===== src/rtl/rdo_pkg.sv =====
package rdo_pkg;
  typedef enum logic {
    MODE_FLOW = 1'b0,
    MODE_PIPE = 1'b1
  } out_mode_e;
endpackage


===== src/rtl/rdo_ctrl_delay.sv =====
// Registers the access controls and delays the per-lane "access live" state
// by one (flow-through) or two (pipelined) edges.
module rdo_ctrl_delay
  import rdo_pkg::*;
#(
  parameter int LANES = 2
) (
  input  logic             clk,
  input  logic             rst_n,
  input  logic             pipe_mode,
  input  logic             ce0_n,
  input  logic             ce1,
  input  logic             rd_wr_n,
  input  logic [LANES-1:0] lane_sel_n,
  output logic [LANES-1:0] lane_live
);
  out_mode_e mode;
  logic      chip_on;
  logic      read_on;
  logic [LANES-1:0] lane_req;
  logic [LANES-1:0] stage1_q;
  logic [LANES-1:0] stage2_q;

  assign mode    = out_mode_e'(pipe_mode);
  assign chip_on = ~ce0_n & ce1;
  assign read_on = chip_on & rd_wr_n;

  for (genvar ln = 0; ln < LANES; ln++) begin : g_req
    assign lane_req[ln] = read_on & ~lane_sel_n[ln];
  end

  always_ff @(posedge clk or negedge rst_n) begin
    if (!rst_n) begin
      stage1_q <= '0;
      stage2_q <= '0;
    end else begin
      stage1_q <= lane_req;
      stage2_q <= stage1_q;
    end
  end

  always_comb begin
    unique case (mode)
      MODE_PIPE: lane_live = stage2_q;
      default:   lane_live = stage1_q;
    endcase
  end
endmodule


===== src/rtl/rdo_word_path.sv =====
// Selects the array word directly (flow-through) or through one register.
module rdo_word_path
  import rdo_pkg::*;
#(
  parameter int DATA_W = 18
) (
  input  logic              clk,
  input  logic              rst_n,
  input  logic              pipe_mode,
  input  logic [DATA_W-1:0] rd_word,
  output logic [DATA_W-1:0] word_out
);
  logic [DATA_W-1:0] word_q;

  always_ff @(posedge clk or negedge rst_n) begin
    if (!rst_n) word_q <= '0;
    else        word_q <= rd_word;
  end

  assign word_out = (out_mode_e'(pipe_mode) == MODE_PIPE) ? word_q : rd_word;
endmodule


===== src/rtl/rdo_lane_gate.sv =====
// Combines the clocked lane state with the asynchronous output enable and
// zeroes every lane that is not driven.
module rdo_lane_gate #(
  parameter int DATA_W = 18,
  parameter int LANES  = 2
) (
  input  logic [DATA_W-1:0] word_in,
  input  logic [LANES-1:0]  lane_live,
  input  logic              oe_n,
  output logic [DATA_W-1:0] dout,
  output logic [LANES-1:0]  lane_drv
);
  localparam int LANE_W = DATA_W / LANES;

  for (genvar ln = 0; ln < LANES; ln++) begin : g_lane
    assign lane_drv[ln] = lane_live[ln] & ~oe_n;
    assign dout[ln*LANE_W +: LANE_W] =
      lane_drv[ln] ? word_in[ln*LANE_W +: LANE_W] : '0;
  end
endmodule


===== src/rtl/rd_out_stage.sv =====
module rd_out_stage #(
  parameter int DATA_W = 18,
  parameter int LANES  = 2
) (
  input  logic              clk,
  input  logic              rst_n,
  input  logic              pipe_mode,
  input  logic              ce0_n,
  input  logic              ce1,
  input  logic              rd_wr_n,
  input  logic [LANES-1:0]  lane_sel_n,
  input  logic              oe_n,
  input  logic [DATA_W-1:0] rd_word,
  output logic [DATA_W-1:0] dout,
  output logic [LANES-1:0]  lane_drv
);
  logic [LANES-1:0]  lane_live;
  logic [DATA_W-1:0] word_sel;

  rdo_ctrl_delay #(.LANES(LANES)) i_ctrl (
    .clk        (clk),
    .rst_n      (rst_n),
    .pipe_mode  (pipe_mode),
    .ce0_n      (ce0_n),
    .ce1        (ce1),
    .rd_wr_n    (rd_wr_n),
    .lane_sel_n (lane_sel_n),
    .lane_live  (lane_live)
  );

  rdo_word_path #(.DATA_W(DATA_W)) i_word (
    .clk       (clk),
    .rst_n     (rst_n),
    .pipe_mode (pipe_mode),
    .rd_word   (rd_word),
    .word_out  (word_sel)
  );

  rdo_lane_gate #(.DATA_W(DATA_W), .LANES(LANES)) i_gate (
    .word_in   (word_sel),
    .lane_live (lane_live),
    .oe_n      (oe_n),
    .dout      (dout),
    .lane_drv  (lane_drv)
  );
endmodule


===== config.mk =====
export PLATFORM = sky130hd
export DESIGN_NAME = rd_out_stage
export DESIGN_NICKNAME = d
export VERILOG_FILES = /design/src/rtl/rdo_pkg.sv /design/src/rtl/rdo_ctrl_delay.sv /design/src/rtl/rdo_word_path.sv /design/src/rtl/rdo_lane_gate.sv /design/src/rtl/rd_out_stage.sv
export SDC_FILE = /design/constraint.sdc
export NUM_CORES = 1
export LEC_CHECK = 0
export BUFFER_PORTS_ARGS = -buffer_cell sky130_fd_sc_hd__buf_2
export CAP_MARGIN = 15
export CORE_MARGIN = 3
export CORE_UTILIZATION = 48
export CTS_CLUSTER_DIAMETER = 40
export DETAILED_ROUTE_END_ITERATION = 16
export PLACE_DENSITY = 0.89
export SYNTH_ARGS = -nofsm -noshare
export SYNTH_HDL_FRONTEND = slang
export SYNTH_SLANG_ARGS = --single-unit

===== constraint.sdc =====
create_clock -name clk -period 1.5 [get_ports clk]
set_clock_uncertainty 0.1 [all_clocks]
set_input_delay 0.3 -clock clk [delete_from_list [all_inputs] [get_ports clk]]
set_output_delay 0.3 -clock clk [all_outputs]
set_load 0.1 [all_outputs]

==> results of run 1 <==
==> cells in the mapped netlist <==
cell / n / share of area [%]
nand3b_1: 19 / 15
buf_2: 5 / 2.5
nor2_1: 4 / 1.5
dfrtp_1: 22 / 56
clkbuf_1: 2 / 0.76
nand3_1: 18 / 9.2
buf_6: 2 / 2.3
mux2i_1: 2 / 2.0
buf_12: 1 / 2.0
a21oi_1: 18 / 9.2
==> cells by family after synthesis <==
| logic type | share of synthesized area (%) |
|---|---|
| flip-flops | 56.0 |
| multiplexers | 2.04 |
| AO/OA/AOI/OAI | 9.16 |
| buffers and inverters | 7.63 |
| AND/OR/NAND/NOR | 25.2 |
==> through the flow <==
step | setup TNS (ns) | worst slack (ns) | hold slack [ns]
floorplan | -1.84 | -0.103 | -0.0956
global placement | -0.739 | -0.0484 | 0.181
==> impl_results.md, run 1 <==
* DIE WIDTH at 51.3 um
* Log Error: [ERROR DPL-0038] Utilization greater than 100%, impossible to legalize
* IO Count at 47
* Rows at 15
* Starting Density at 54.0%
* Die Ht at 51.3 um
* Post-synth cell types at 10
* Gate Count Post-Synth at 93
* Synth warnings at 0
* Failed at: 3_5_place_dp
* Synthesized flop and latch total at 22
* Synthesized cell area at 983 um2
* GP Congestion at 0.697
* Syn_nets at 120
* Port Buf Inserts at 46
* Mapped Avg Cell Area at 10.6 um2
* Outcome: aborted with a tool error
* Post-synthesis sequential area ratio at 56.0%
==> run 2, diff against run 1 <==
--- a/config.mk
+++ b/config.mk
@@ -7,11 +7,10 @@
 export LEC_CHECK = 0
 export BUFFER_PORTS_ARGS = -buffer_cell sky130_fd_sc_hd__buf_2
 export CAP_MARGIN = 15
-export CORE_MARGIN = 3
-export CORE_UTILIZATION = 48
-export CTS_CLUSTER_DIAMETER = 40
+export CORE_AREA = 3 3 64 66
 export DETAILED_ROUTE_END_ITERATION = 16
-export PLACE_DENSITY = 0.89
+export DIE_AREA = 0 0 67 69
+export PLACE_DENSITY_LB_ADDON = 0.15
 export SYNTH_ARGS = -nofsm -noshare
 export SYNTH_HDL_FRONTEND = slang
 export SYNTH_SLANG_ARGS = --single-unit
==> run 2 against run 1 <==
  * The flow now finishes, with violations (negative setup slack)
  * Synthesized cell count did not move
  * Synthesized area unchanged
==> impl_results.md, run 2 <==
* Sum Neg Setup Slack at -3.10 ns
* Die Ht at 69 um
* Endpoints failing setup at 20
* Ant. Diodes at 0
* Share of post-route cells with drive strength above 1 at 71.7%
* DP HPWL at 1910 um
* Post-synthesis sequential area ratio at 56.0%
* WP buf/inv at 2
* Peak VDD IR at 0.000367 V
* Final cell count without fillers at 193
* Count of clock tree sinks at 22
* Final #Nets at 174
* R2R setup slack at 0.73 ns
* Max Cap Viol at 0
* First-pass GRT wire length at 4650 um
* Clock latency at the later pin of the worst-skew pair at 0.25 ns
* Slew HR at 65.3%
* Antenna Nets Post-Route at 0
* CTS buffer count at 3
* Fmax at 0.595 GHz
* Violated checks: negative setup slack
* DRC Markers at 0
* IO Count at 47
* Port Buf Inserts at 46
* Synth warnings at 0
* CP Max Fanout at 5
* Pre-CTS setup slack at -0.0965 ns
* Startpoint Class: flop
* Worst EP required at 1.10 ns
* Cell taking the most area after synthesis: dfrtp_1
* CP max-delay cell: dfrtp_2
* Final setup margin at -0.180 ns
* Post-synth ARST share at 100%
* CTS tree: built
* Mapped Avg Cell Area at 10.6 um2
* Vias post-DR at 898
* CP delay by family, top: flip-flops
* RSZ-0062 raised after global routing: yes
* Root buffer cell: clkbuf_8
* WL/cell at 14.0 um
* Met2 Resource Use GR at 20.5%
* Synth cell count leaders: dfrtp_1, nand3b_1, a21oi_1, nand3_1, buf_2
* Overflow after GRT at 0
* Initial DRC Count at 13
* Met3 usage at 2.77%
* Most flops, register: i_word.word_q
* Final worst path period need at 1.68 ns
* Worst Path Arrival at 1.28 ns
* Setup CP Type: flop to output pin
* First-pass DRT Iterations at 4
* Starting Density at 27.1%
* Final WL at 2690 um
* CTS max path bufs at 2
* Crit end category: output pin
* Top FF cell, synth: dfrtp_1
* Cell count after placement at 185
* Top cell type's share of synthesized area at 56.0%
* Slew Viols, Final at 0
* Via/cell ratio at 4.65
* Area Overhead vs Synth at 109%
* Antenna violations before repair at 0
* Crit-path max cell delay at 0.45 ns
* HP Class: primary input to flop
* Gate Count Post-Synth at 93
* Core Box Area at 3630 um2
* GP Congestion at 0.600
* Crit-path cells: buf_6 > nand3_4 > a21oi_4 > buf_12
* Most frequent cells in the layout: buf_2, buf_12, nand3b_1, dfrtp_1, a21oi_4
* Commonest non-fill, non-tap cell in the layout: buf_2
* Post-synth cell types at 10
* Area contributors post-synth: dfrtp_1, nand3b_1, a21oi_1, nand3_1, buf_2
* Final hold viol count at 0
* Rows at 22
* Die footprint at 4620 um2
* Reg clk slew, reported paths at 0.08 ns
* PD cells at 606 nW/um2
* Tot GR Track Use at 12.9%
* Top-count cell post-synth: dfrtp_1
* Outcome: complete, but fails checks
* Syn_nets at 120
* Global route hottest layer: met2
* Leak pwr at 0.707 nW
* Tcrit/Tclk final at 112%
* Max reg flops at 18
* Vias in the first global route at 980
* Pin count of the biggest net entering global routing at 26
* Post-synth EDFFs at 0
* Synthesized cell area at 983 um2
* DIE WIDTH at 67 um
* Tightest Pin Transition at 0.520 ns
* H-tree depth at 1
* Hold_ws at 0.0570 ns
* Synthesized flop and latch total at 22
* Met1 global-route usage at 16.7%
* Top flop regs: i_word.word_q x18, i_ctrl.stage1_q x2, i_ctrl.stage2_q x2
==> run 2: cell counts after synthesis <==
Identical to the previous run, type by type.
==> run 2: metal layers <==
layer,wire length [um],vias up
li1,-,433
met1,1160,434
met2,1360,26
met3,130,5
met4,46,0
met5,0,-
==> run 2: path summary, 6_finish.rpt <==
path,startpoint,depth (start not counted),endpoint
setup / recovery,i_ctrl.stage2_q[0]$_DFF_PN0_,4,dout[8]
setup reg to reg,i_ctrl.stage1_q[0]$_DFF_PN0_,1,i_ctrl.stage2_q[0]$_DFF_PN0_
hold / removal,rd_word[4],1,i_word.word_q[4]$_DFF_PN0_
hold reg to reg,i_ctrl.stage1_q[1]$_DFF_PN0_,1,i_ctrl.stage2_q[1]$_DFF_PN0_
max in group asynchronous,rst_n,2,i_ctrl.stage1_q[1]$_DFF_PN0_
min in group asynchronous,rst_n,2,i_word.word_q[2]$_DFF_PN0_
==> run 2: report_power, final <==
group	internal, mW	leakage (nW)	switching, mW
sequential	0.620	0.260	0.0150
combinational	0.101	0.426	0.148
clock	0.179	0.0216	0.180
total	0.900	0.707	0.343
==> run 2: cells by family after synthesis <==
kind of cell	share of synthesized area, %
buffers and inverters	7.63
AND/OR/NAND/NOR	25.2
multiplexers	2.04
AO/OA/AOI/OAI	9.16
flip-flops	56.0
==> run 2: cell type report <==
cell class	instances	area, um2
Fill cell	317	1580
Tap cell	48	60.1
Clock buffer	3	41.3
Sequential cell	22	554
Timing Repair Buffer	59	698
Multi-Input combinational cell	61	697
==> run 2: through the flow <==
stage | cell area [um2] | total power, mW | utilization, %
4_1_cts | 2040 | 1.26 | 56.1
2_1_floorplan | 1330 | 0.789 | -
3_3_place_gp | 1900 | 0.877 | 52.3
5_1_grt | 2050 | 1.32 | 56.4
3_5_place_dp | 1900 | 0.880 | 52.3
6_report | 2050 | 1.24 | 56.4
==> run 2: repair_timing <==
item                                    in CTS  in global routing
endpoints found under the hold margin       22                  0
buffers inserted                             4                  0
hold buffers                                 1                  0
endpoints found under the setup margin      20                 20
gates resized for setup                     16                  2
pin swaps                                   15                  2
No activity file was read; power rests on OpenSTA's default activity.
